[src/rtl/serxcvr_pkg.sv]
package serxcvr_pkg;

  typedef enum logic [1:0] {LEN5 = 2'd0, LEN6, LEN7, LEN8} wordLen_e;

  typedef struct packed {
    wordLen_e len;
    logic     stop2;
    logic     parEn;
    logic     parOdd;
  } frameCfg_t;

  typedef enum logic [2:0] {TX_IDLE, TX_WAIT, TX_START, TX_DATA, TX_PAR, TX_STOP} txState_e;
  typedef enum logic [2:0] {RX_IDLE, RX_START, RX_DATA, RX_PAR, RX_STOP, RX_WAITHI} rxState_e;

  localparam int OVERSAMPLE = 16;
  localparam int CNT_W      = $clog2(OVERSAMPLE);
  localparam logic [CNT_W-1:0] LAST_TICK = CNT_W'(OVERSAMPLE - 1);
  localparam logic [CNT_W-1:0] MID_TICK  = CNT_W'(OVERSAMPLE / 2 - 1);

  function automatic logic [3:0] bitsOf(wordLen_e l);
    return 4'd5 + {2'b00, l};
  endfunction

  function automatic logic [7:0] maskOf(wordLen_e l);
    return 8'hFF >> (4'd8 - bitsOf(l));
  endfunction

  function automatic logic parityOf(logic [7:0] d, wordLen_e l, logic odd);
    return (^(d & maskOf(l))) ^ odd;
  endfunction

endpackage

[src/rtl/serxcvr_baud.sv]
module serxcvr_baud #(
  parameter int DIV_W = 16
) (
  input  logic             clk,
  input  logic             rstN,
  input  logic [DIV_W-1:0] divisor,
  input  logic             halfRef,
  output logic             tick
);
  logic             halfPhase;
  logic             refEn;
  logic [DIV_W-1:0] cnt;

  assign refEn = !halfRef || halfPhase;

  always_ff @(posedge clk) begin
    if (!rstN) begin
      halfPhase <= 1'b0;
      cnt       <= '0;
      tick      <= 1'b0;
    end else begin
      halfPhase <= halfRef ? ~halfPhase : 1'b0;
      tick      <= 1'b0;
      if (refEn) begin
        if (cnt == '0) begin
          tick <= 1'b1;
          cnt  <= (divisor == '0) ? '0 : divisor - 1'b1;
        end else begin
          cnt <= cnt - 1'b1;
        end
      end
    end
  end

  AST_HALF_REF_TICK_SPACED: assert property (@(posedge clk) disable iff (!rstN)
    (halfRef && tick) |=> !tick);

endmodule

[src/rtl/serxcvr_tx.sv]
module serxcvr_tx
  import serxcvr_pkg::*;
(
  input  logic       clk,
  input  logic       rstN,
  input  logic       tick,
  input  frameCfg_t  cfg,
  input  logic       brk,
  input  logic [7:0] data,
  input  logic       valid,
  output logic       ready,
  output logic       line
);
  txState_e         state;
  logic [CNT_W-1:0] cnt;
  logic [2:0]       bitIdx;
  logic [2:0]       lastIdx;
  logic [7:0]       shreg;
  logic             parBit;
  logic             parEnQ;
  logic             stop2Q;
  logic             stopLeft;
  logic             bitVal;

  assign ready = (state == TX_IDLE) && !brk;

  always_comb begin
    case (state)
      TX_START: bitVal = 1'b0;
      TX_DATA:  bitVal = shreg[0];
      TX_PAR:   bitVal = parBit;
      default:  bitVal = 1'b1;
    endcase
  end

  always_ff @(posedge clk) begin
    if (!rstN) begin
      state    <= TX_IDLE;
      cnt      <= '0;
      bitIdx   <= '0;
      lastIdx  <= '0;
      shreg    <= '0;
      parBit   <= 1'b0;
      parEnQ   <= 1'b0;
      stop2Q   <= 1'b0;
      stopLeft <= 1'b0;
      line     <= 1'b1;
    end else begin
      line <= bitVal && !brk;
      if (valid && ready) begin
        shreg   <= data;
        parBit  <= parityOf(data, cfg.len, cfg.parOdd);
        lastIdx <= 3'(bitsOf(cfg.len) - 4'd1);
        parEnQ  <= cfg.parEn;
        stop2Q  <= cfg.stop2;
        state   <= TX_WAIT;
      end else if (tick) begin
        if (state == TX_WAIT) begin
          state <= TX_START;
          cnt   <= '0;
        end else if (state != TX_IDLE) begin
          if (cnt == LAST_TICK) begin
            cnt <= '0;
            case (state)
              TX_START: begin
                state  <= TX_DATA;
                bitIdx <= '0;
              end
              TX_DATA: begin
                if (bitIdx == lastIdx) begin
                  state    <= parEnQ ? TX_PAR : TX_STOP;
                  stopLeft <= stop2Q;
                end else begin
                  bitIdx <= bitIdx + 1'b1;
                  shreg  <= {1'b0, shreg[7:1]};
                end
              end
              TX_PAR: begin
                state    <= TX_STOP;
                stopLeft <= stop2Q;
              end
              TX_STOP: begin
                if (stopLeft) stopLeft <= 1'b0;
                else          state    <= TX_IDLE;
              end
              default: ;
            endcase
          end else begin
            cnt <= cnt + 1'b1;
          end
        end
      end
    end
  end

  AST_TX_ACCEPT_LEAVES_IDLE: assert property (@(posedge clk) disable iff (!rstN)
    (valid && ready) |=> !ready);

  AST_TX_BREAK_LINE_LOW: assert property (@(posedge clk) disable iff (!rstN)
    ($past(rstN) && $past(brk)) |-> !line);

  AST_TX_IDLE_LINE_HIGH: assert property (@(posedge clk) disable iff (!rstN)
    ($past(rstN) && $past(state == TX_IDLE) && !$past(brk)) |-> line);

endmodule

[src/rtl/serxcvr_rx.sv]
module serxcvr_rx
  import serxcvr_pkg::*;
(
  input  logic       clk,
  input  logic       rstN,
  input  logic       tick,
  input  wordLen_e   len,
  input  logic       parEn,
  input  logic       parOdd,
  input  logic       line,
  input  logic       rdy,
  output logic       valid,
  output logic [7:0] data,
  output logic       frameErr,
  output logic       parErr,
  output logic       brk
);
  logic             syncA;
  logic             syncB;
  rxState_e         state;
  logic [CNT_W-1:0] cnt;
  logic [2:0]       bitIdx;
  logic [2:0]       lastIdx;
  wordLen_e         lenQ;
  logic             parEnQ;
  logic             parOddQ;
  logic [7:0]       shreg;
  logic             anyOne;
  logic             parSample;
  logic [7:0]       assembled;
  logic             parBad;

  assign assembled = shreg >> (4'd8 - bitsOf(lenQ));
  assign parBad    = parEnQ && (parSample != parityOf(assembled, lenQ, parOddQ));

  always_ff @(posedge clk) begin
    if (!rstN) begin
      syncA     <= 1'b1;
      syncB     <= 1'b1;
      state     <= RX_IDLE;
      cnt       <= '0;
      bitIdx    <= '0;
      lastIdx   <= '0;
      lenQ      <= LEN8;
      parEnQ    <= 1'b0;
      parOddQ   <= 1'b0;
      shreg     <= '0;
      anyOne    <= 1'b0;
      parSample <= 1'b0;
      valid     <= 1'b0;
      data      <= '0;
      frameErr  <= 1'b0;
      parErr    <= 1'b0;
      brk       <= 1'b0;
    end else begin
      syncA <= line;
      syncB <= syncA;
      if (valid && rdy) valid <= 1'b0;
      if (tick) begin
        case (state)
          RX_IDLE: begin
            if (!syncB) begin
              state     <= RX_START;
              cnt       <= '0;
              lenQ      <= len;
              lastIdx   <= 3'(bitsOf(len) - 4'd1);
              parEnQ    <= parEn;
              parOddQ   <= parOdd;
              shreg     <= '0;
              anyOne    <= 1'b0;
              parSample <= 1'b0;
            end
          end
          RX_START: begin
            if (cnt == MID_TICK) begin
              cnt <= '0;
              if (syncB) begin
                state <= RX_IDLE;
              end else begin
                state  <= RX_DATA;
                bitIdx <= '0;
              end
            end else begin
              cnt <= cnt + 1'b1;
            end
          end
          RX_DATA: begin
            if (cnt == LAST_TICK) begin
              cnt    <= '0;
              shreg  <= {syncB, shreg[7:1]};
              anyOne <= anyOne | syncB;
              if (bitIdx == lastIdx) state <= parEnQ ? RX_PAR : RX_STOP;
              else                   bitIdx <= bitIdx + 1'b1;
            end else begin
              cnt <= cnt + 1'b1;
            end
          end
          RX_PAR: begin
            if (cnt == LAST_TICK) begin
              cnt       <= '0;
              parSample <= syncB;
              state     <= RX_STOP;
            end else begin
              cnt <= cnt + 1'b1;
            end
          end
          RX_STOP: begin
            if (cnt == LAST_TICK) begin
              cnt      <= '0;
              valid    <= 1'b1;
              data     <= assembled;
              frameErr <= !syncB;
              parErr   <= parBad;
              brk      <= !syncB && !anyOne && !parSample;
              state    <= syncB ? RX_IDLE : RX_WAITHI;
            end else begin
              cnt <= cnt + 1'b1;
            end
          end
          RX_WAITHI: begin
            if (syncB) state <= RX_IDLE;
          end
          default: state <= RX_IDLE;
        endcase
      end
    end
  end

  AST_RX_BREAK_IMPLIES_FRAMING: assert property (@(posedge clk) disable iff (!rstN)
    (valid && brk) |-> frameErr);

  AST_RX_BREAK_DATA_ZERO: assert property (@(posedge clk) disable iff (!rstN)
    (valid && brk) |-> (data == 8'h00));

  AST_RX_VALID_HELD: assert property (@(posedge clk) disable iff (!rstN)
    (valid && !rdy) |=> valid);

endmodule

[src/rtl/serxcvr.sv]
module serxcvr
  import serxcvr_pkg::*;
#(
  parameter int DIV_W = 16
) (
  input  logic             clk,
  input  logic             rstN,
  input  logic [DIV_W-1:0] cfgDivisor,
  input  logic             cfgClkHalf,
  input  logic [1:0]       cfgWordLen,
  input  logic             cfgStop2,
  input  logic             cfgParEn,
  input  logic             cfgParOdd,
  input  logic             txBreak,
  input  logic [7:0]       txData,
  input  logic             txValid,
  output logic             txReady,
  output logic             txLine,
  input  logic             rxLine,
  output logic [7:0]       rxData,
  output logic             rxValid,
  input  logic             rxReady,
  output logic             rxFrameErr,
  output logic             rxParityErr,
  output logic             rxBreak
);
  logic      tick;
  frameCfg_t cfg;

  assign cfg = '{len: wordLen_e'(cfgWordLen), stop2: cfgStop2,
                 parEn: cfgParEn, parOdd: cfgParOdd};

  serxcvr_baud #(.DIV_W(DIV_W)) baud_i (
    .clk     (clk),
    .rstN    (rstN),
    .divisor (cfgDivisor),
    .halfRef (cfgClkHalf),
    .tick    (tick)
  );

  serxcvr_tx tx_i (
    .clk   (clk),
    .rstN  (rstN),
    .tick  (tick),
    .cfg   (cfg),
    .brk   (txBreak),
    .data  (txData),
    .valid (txValid),
    .ready (txReady),
    .line  (txLine)
  );

  serxcvr_rx rx_i (
    .clk      (clk),
    .rstN     (rstN),
    .tick     (tick),
    .len      (cfg.len),
    .parEn    (cfg.parEn),
    .parOdd   (cfg.parOdd),
    .line     (rxLine),
    .rdy      (rxReady),
    .valid    (rxValid),
    .data     (rxData),
    .frameErr (rxFrameErr),
    .parErr   (rxParityErr),
    .brk      (rxBreak)
  );

endmodule

[config.mk]
export PLATFORM = sky130hd
export DESIGN_NAME = serxcvr
export DESIGN_NICKNAME = d
export VERILOG_FILES = /design/src/rtl/serxcvr_pkg.sv /design/src/rtl/serxcvr_baud.sv /design/src/rtl/serxcvr_tx.sv /design/src/rtl/serxcvr_rx.sv /design/src/rtl/serxcvr.sv
export SDC_FILE = /design/constraint.sdc
export NUM_CORES = 1
export LEC_CHECK = 0
export ABC_CLOCK_PERIOD_IN_PS = 2300
export BUFFER_PORTS_ARGS = -buffer_cell sky130_fd_sc_hd__buf_2
export CORE_ASPECT_RATIO = 0.6
export CORE_MARGIN = 4
export CORE_UTILIZATION = 35
export CTS_BUF_LIST = sky130_fd_sc_hd__clkbuf_4
export DETAILED_ROUTE_END_ITERATION = 16
export PLACE_DENSITY_LB_ADDON = 0.1
export SYNTH_ARGS = -nofsm -noshare
export SYNTH_HDL_FRONTEND = slang
export SYNTH_SLANG_ARGS = --single-unit
[constraint.sdc]
create_clock -name clk -period 2.3 [get_ports clk]
set_clock_uncertainty 0.2 [all_clocks]
set_input_delay 0.115 -clock clk [delete_from_list [all_inputs] [get_ports clk]]
set_output_delay 0.115 -clock clk [all_outputs]
set_load 0.05 [all_outputs]
==> results.json <==
{
  "run_status": "complete, no violations",
  "regToRegEndpoint": "baud_i.cnt[12]$_SDFFE_PN0N_",
  "critical_path.startpoint": "baud_i.cnt[8]$_SDFFE_PN0N_",
  "maxCapViolations": 0,
  "peakVddDrop_mv": 0.222,
  "fp.dieH_um": 99.5,
  "largest_net_degree_at_the_start_of_global_routing": 38,
  "register_area_share_after_synthesis_pct": 34.9,
  "post-synth-top-area-cell": "sky130_fd_sc_hd__dfxtp_1",
  "clock_sinks": 85,
  "hold_path.class": "input port to flip-flop",
  "drt.antenna.violating_nets": 0,
  "grt.total_usage_pct": 18.0,
  "r2r_cells": 5,
  "synth-main-ff-cell": "sky130_fd_sc_hd__dfxtp_1",
  "worstSetupEndpointType": "flip-flop",
  "syn_inst": 612,
  "die_x_um": 160,
  "hold_violations": 0,
  "synth_area_leaders": "sky130_fd_sc_hd__dfxtp_1, sky130_fd_sc_hd__nand2_1, sky130_fd_sc_hd__a21oi_1",
  "arrival_ns": 2.43,
  "drt_first_pass_iters": 5,
  "synth-warning-count": 0,
  "antenna_found_initial": 0,
  "layout_setup_ws_ns": 0.0538,
  "yosys.area.top_type_share_pct": 34.9,
  "diodes": 0,
  "rr_startpoint": "baud_i.cnt[8]$_SDFFE_PN0N_",
  "ys_top_cells_by_count": "sky130_fd_sc_hd__dfxtp_1, sky130_fd_sc_hd__nand2_1, sky130_fd_sc_hd__nor2_1, sky130_fd_sc_hd__a21oi_1, sky130_fd_sc_hd__clkbuf_1",
  "floorplan_die_area_mm2": 0.0160,
  "cts.reportedPaths.clkPinSlew_ns": 0.13,
  "drt_drc_violations_left": 0,
  "grt_first_pass_wirelength_mm": 23.7,
  "dp_area_mm2": 0.00570,
  "floorplan.initialDensity_pct": 35.7,
  "hold_path_startpoint": "cfgDivisor[8]",
  "hold-path-endpoint": "baud_i.cnt[8]$_SDFFE_PN0N_",
  "hold_depth": 5,
  "synth_most_common_cell": "sky130_fd_sc_hd__dfxtp_1",
  "crit_chain": "or4_1 -> or3_1 -> or3_4 -> nor3_1 -> o31a_1",
  "cells_after_dpl": 873,
  "routed_wire_length_per_instance_um": 15.0,
  "synthToLayoutAreaGrowth_pct": 28.7,
  "clock_network_latency_to_the_later_pin_of_the_worst_skew_pair_ns": 0.44,
  "power_leakage_nw": 2.60,
  "fp-row-count": 33,
  "vias_in_the_first_global_route": 4707,
  "synth_area_per_cell_um2": 7.98,
  "timing.final.max_slew_violations": 0,
  "number_of_distinct_standard_cells_referenced_by_the_synthesized_netlist": 58,
  "slew-limit-headroom_pct": 49.3,
  "mappedNetlistNets": 659,
  "postSynth.asyncResetShare_pct": 0,
  "root_buffer": "sky130_fd_sc_hd__clkbuf_4",
  "number_of_vias_per_cell": 5.27,
  "power-per-cell-area_mw_per_mm2": 530,
  "place.port_buffers": 49,
  "drive_gt1_share_pct": 21.4,
  "crit_type": "flip-flop to flip-flop",
  "dr.first_iter.drc_count": 247,
  "top_ports": 50,
  "ys_seq_elements": 85,
  "cts-buffers-inserted": 9,
  "pre_cts_slack_ns": -0.134,
  "dp.final_hpwl_mm": 10.3,
  "core_region_area_mm2": 0.0137,
  "maximum_level_of_the_cts_h_tree": 3,
  "timing.critical_path.fanout_max": 10,
  "routed_wirelength_mm": 14.0,
  "tritoncts": "yes",
  "cts_buffer_depth": 2,
  "worst_slew_pin_slew_ns": 0.759,
  "synth_edf_count": 0,
  "final_cell_count_no_fill": 929,
  "critPathRequiredTime_ns": 2.49,
  "maximum_clock_frequency_mhz": 445,
  "critical-path-max-stage-delay_ns": 0.54,
  "final.setup.tns_ns": 0,
  "syn_area_mm2": 0.00488,
  "critPathSlowestCell": "sky130_fd_sc_hd__or4_1",
  "final_nets": 781,
  "dr_total_vias": 4896,
  "globalRouteOverflowTotal": 0,
  "final_area_mm2": 0.00628,
  "final_min_period_over_clock_period_pct": 97.7,
  "worst_setup_path_start_kind": "flip-flop",
  "gp_congestion": 0.873,
  "finalWorstPathRequiredPeriod_ns": 2.25,
  "r2r_slack_ns": 0.05,
  "fin_hold_ws_ns": 0.0452,
  "total_of_endpoints_with_negative_setup_slack_in_the_final_report": 0
}
[timing repair]
| action | 4_1_cts | 5_1_grt |
|---|---|---|
| setup endpoints to repair | 14 | 11 |
| gates resized for setup | 2 | 14 |
| cloned | 0 | 0 |
| pin swaps | 0 | 3 |
| hold buffers | 42 | 0 |
| setup buffers | 0 | 1 |
| hold endpoints to repair | 45 | 0 |
[how the worst max path moves through the flow]
stage | to | slack (ns)
global placement | baud_i.cnt[12]$_SDFFE_PN0N_ | -0.01
CTS | baud_i.cnt[1]$_SDFFE_PN0N_ | 0.05
floorplan | baud_i.cnt[1]$_SDFFE_PN0N_ | 0.03
finish | baud_i.cnt[12]$_SDFFE_PN0N_ | 0.05
detailed placement | baud_i.cnt[1]$_SDFFE_PN0N_ | -0.13
global route | tx_i.stop2Q$_SDFFE_PN0P_ | -0.001
[flip-flops by register name, indices dropped and copies added, names as in the netlist, 2 cells and up]
| name | flops |
|---|---|
| baud_i.cnt | 16 |
| rx_i.bitIdx | 3 |
| rx_i.cnt | 4 |
| rx_i.data | 8 |
| rx_i.lastIdx | 3 |
| rx_i.lenQ | 2 |
| rx_i.shreg | 8 |
| rx_i.state | 3 |
| tx_i.bitIdx | 3 |
| tx_i.cnt | 4 |
| tx_i.lastIdx | 3 |
| tx_i.shreg | 8 |
| tx_i.state | 3 |
[report_power, final]
group          switching [mW]  leakage [nW]  internal [mW]
registers              0.0798         0.690           1.55
logic                   0.512          1.86          0.472
clock network           0.503        0.0570          0.213
[layer usage]
layer  share of wire, %  GRT usage [%]
met2                 39           25.4
met5                  0              0
met1                 55           28.0
met4               0.86           3.70
met3                5.7           4.06
[cell families (layout without fill, tap and decap cells)]
| group | after synthesis | count (layout) | share of synthesized area [%] |
|---|---|---|---|
| flip-flops | 85 | 85 | 34.9 |
| adder cells (fa/ha/maj) | 11 | 11 | 2.82 |
| XOR/XNOR | 37 | 37 | 7.48 |
| multiplexers | 14 | 14 | 4.15 |
| AO/OA/AOI/OAI | 145 | 145 | 19.1 |
| buffers and inverters | 57 | 182 | 4.43 |
| AND/OR/NAND/NOR | 263 | 263 | 27.1 |
[area by class of cell]
class,instances,area (µm²)
Multi-Input combinational cell,470,3050
Fill cell,1337,7380
Timing Repair Buffer,154,1140
Clock buffer,10,75.1
Inverter,14,52.6
Tap cell,192,240
Clock inverter,4,17.5
Sequential cell,85,1710
[per-stage QoR]
step / utilization, % / total power, mW
after floorplan: - / 2.18
after global placement: 41.7 / 2.53
after detailed placement: 41.7 / 2.53
after CTS: 45.5 / 3.32
after global routing: 46.0 / 3.54
final: 46.0 / 3.33
[critical path, delay by kind of cell, from the launching register on]
kind               cells  cell delay (ns)
DFF                    1             0.33
AOI/OAI and AO/OA      1             0.14
and+or+nand+nor        4             1.53
[placed cells by master (no fill, tap or decap), types with 4 or more instances in the layout]
cell,instances
sky130_fd_sc_hd__nor2_1,60
sky130_fd_sc_hd__nor4_2,4
sky130_fd_sc_hd__o41ai_1,4
sky130_fd_sc_hd__dfxtp_1,82
sky130_fd_sc_hd__nor2b_1,5
sky130_fd_sc_hd__dlygate4sd3_1,41
sky130_fd_sc_hd__o211ai_1,5
sky130_fd_sc_hd__clkbuf_4,10
sky130_fd_sc_hd__and3_1,12
sky130_fd_sc_hd__and2_1,4
sky130_fd_sc_hd__ha_1,11
sky130_fd_sc_hd__xor2_1,20
sky130_fd_sc_hd__a211oi_1,5
sky130_fd_sc_hd__a21oi_1,46
sky130_fd_sc_hd__buf_2,49
sky130_fd_sc_hd__nand3_1,24
sky130_fd_sc_hd__nor3_1,15
sky130_fd_sc_hd__nand2b_1,9
sky130_fd_sc_hd__a311oi_1,9
sky130_fd_sc_hd__nand2_1,70
sky130_fd_sc_hd__o21a_1,5
sky130_fd_sc_hd__or3_1,10
sky130_fd_sc_hd__a31oi_1,11
sky130_fd_sc_hd__xnor2_1,14
sky130_fd_sc_hd__mux4_2,5
sky130_fd_sc_hd__nor4_1,14
sky130_fd_sc_hd__o21ai_0,30
sky130_fd_sc_hd__inv_1,13
sky130_fd_sc_hd__mux2i_1,9
sky130_fd_sc_hd__buf_4,63
sky130_fd_sc_hd__or4_1,11
No activity file was read; power rests on OpenSTA's default activity.
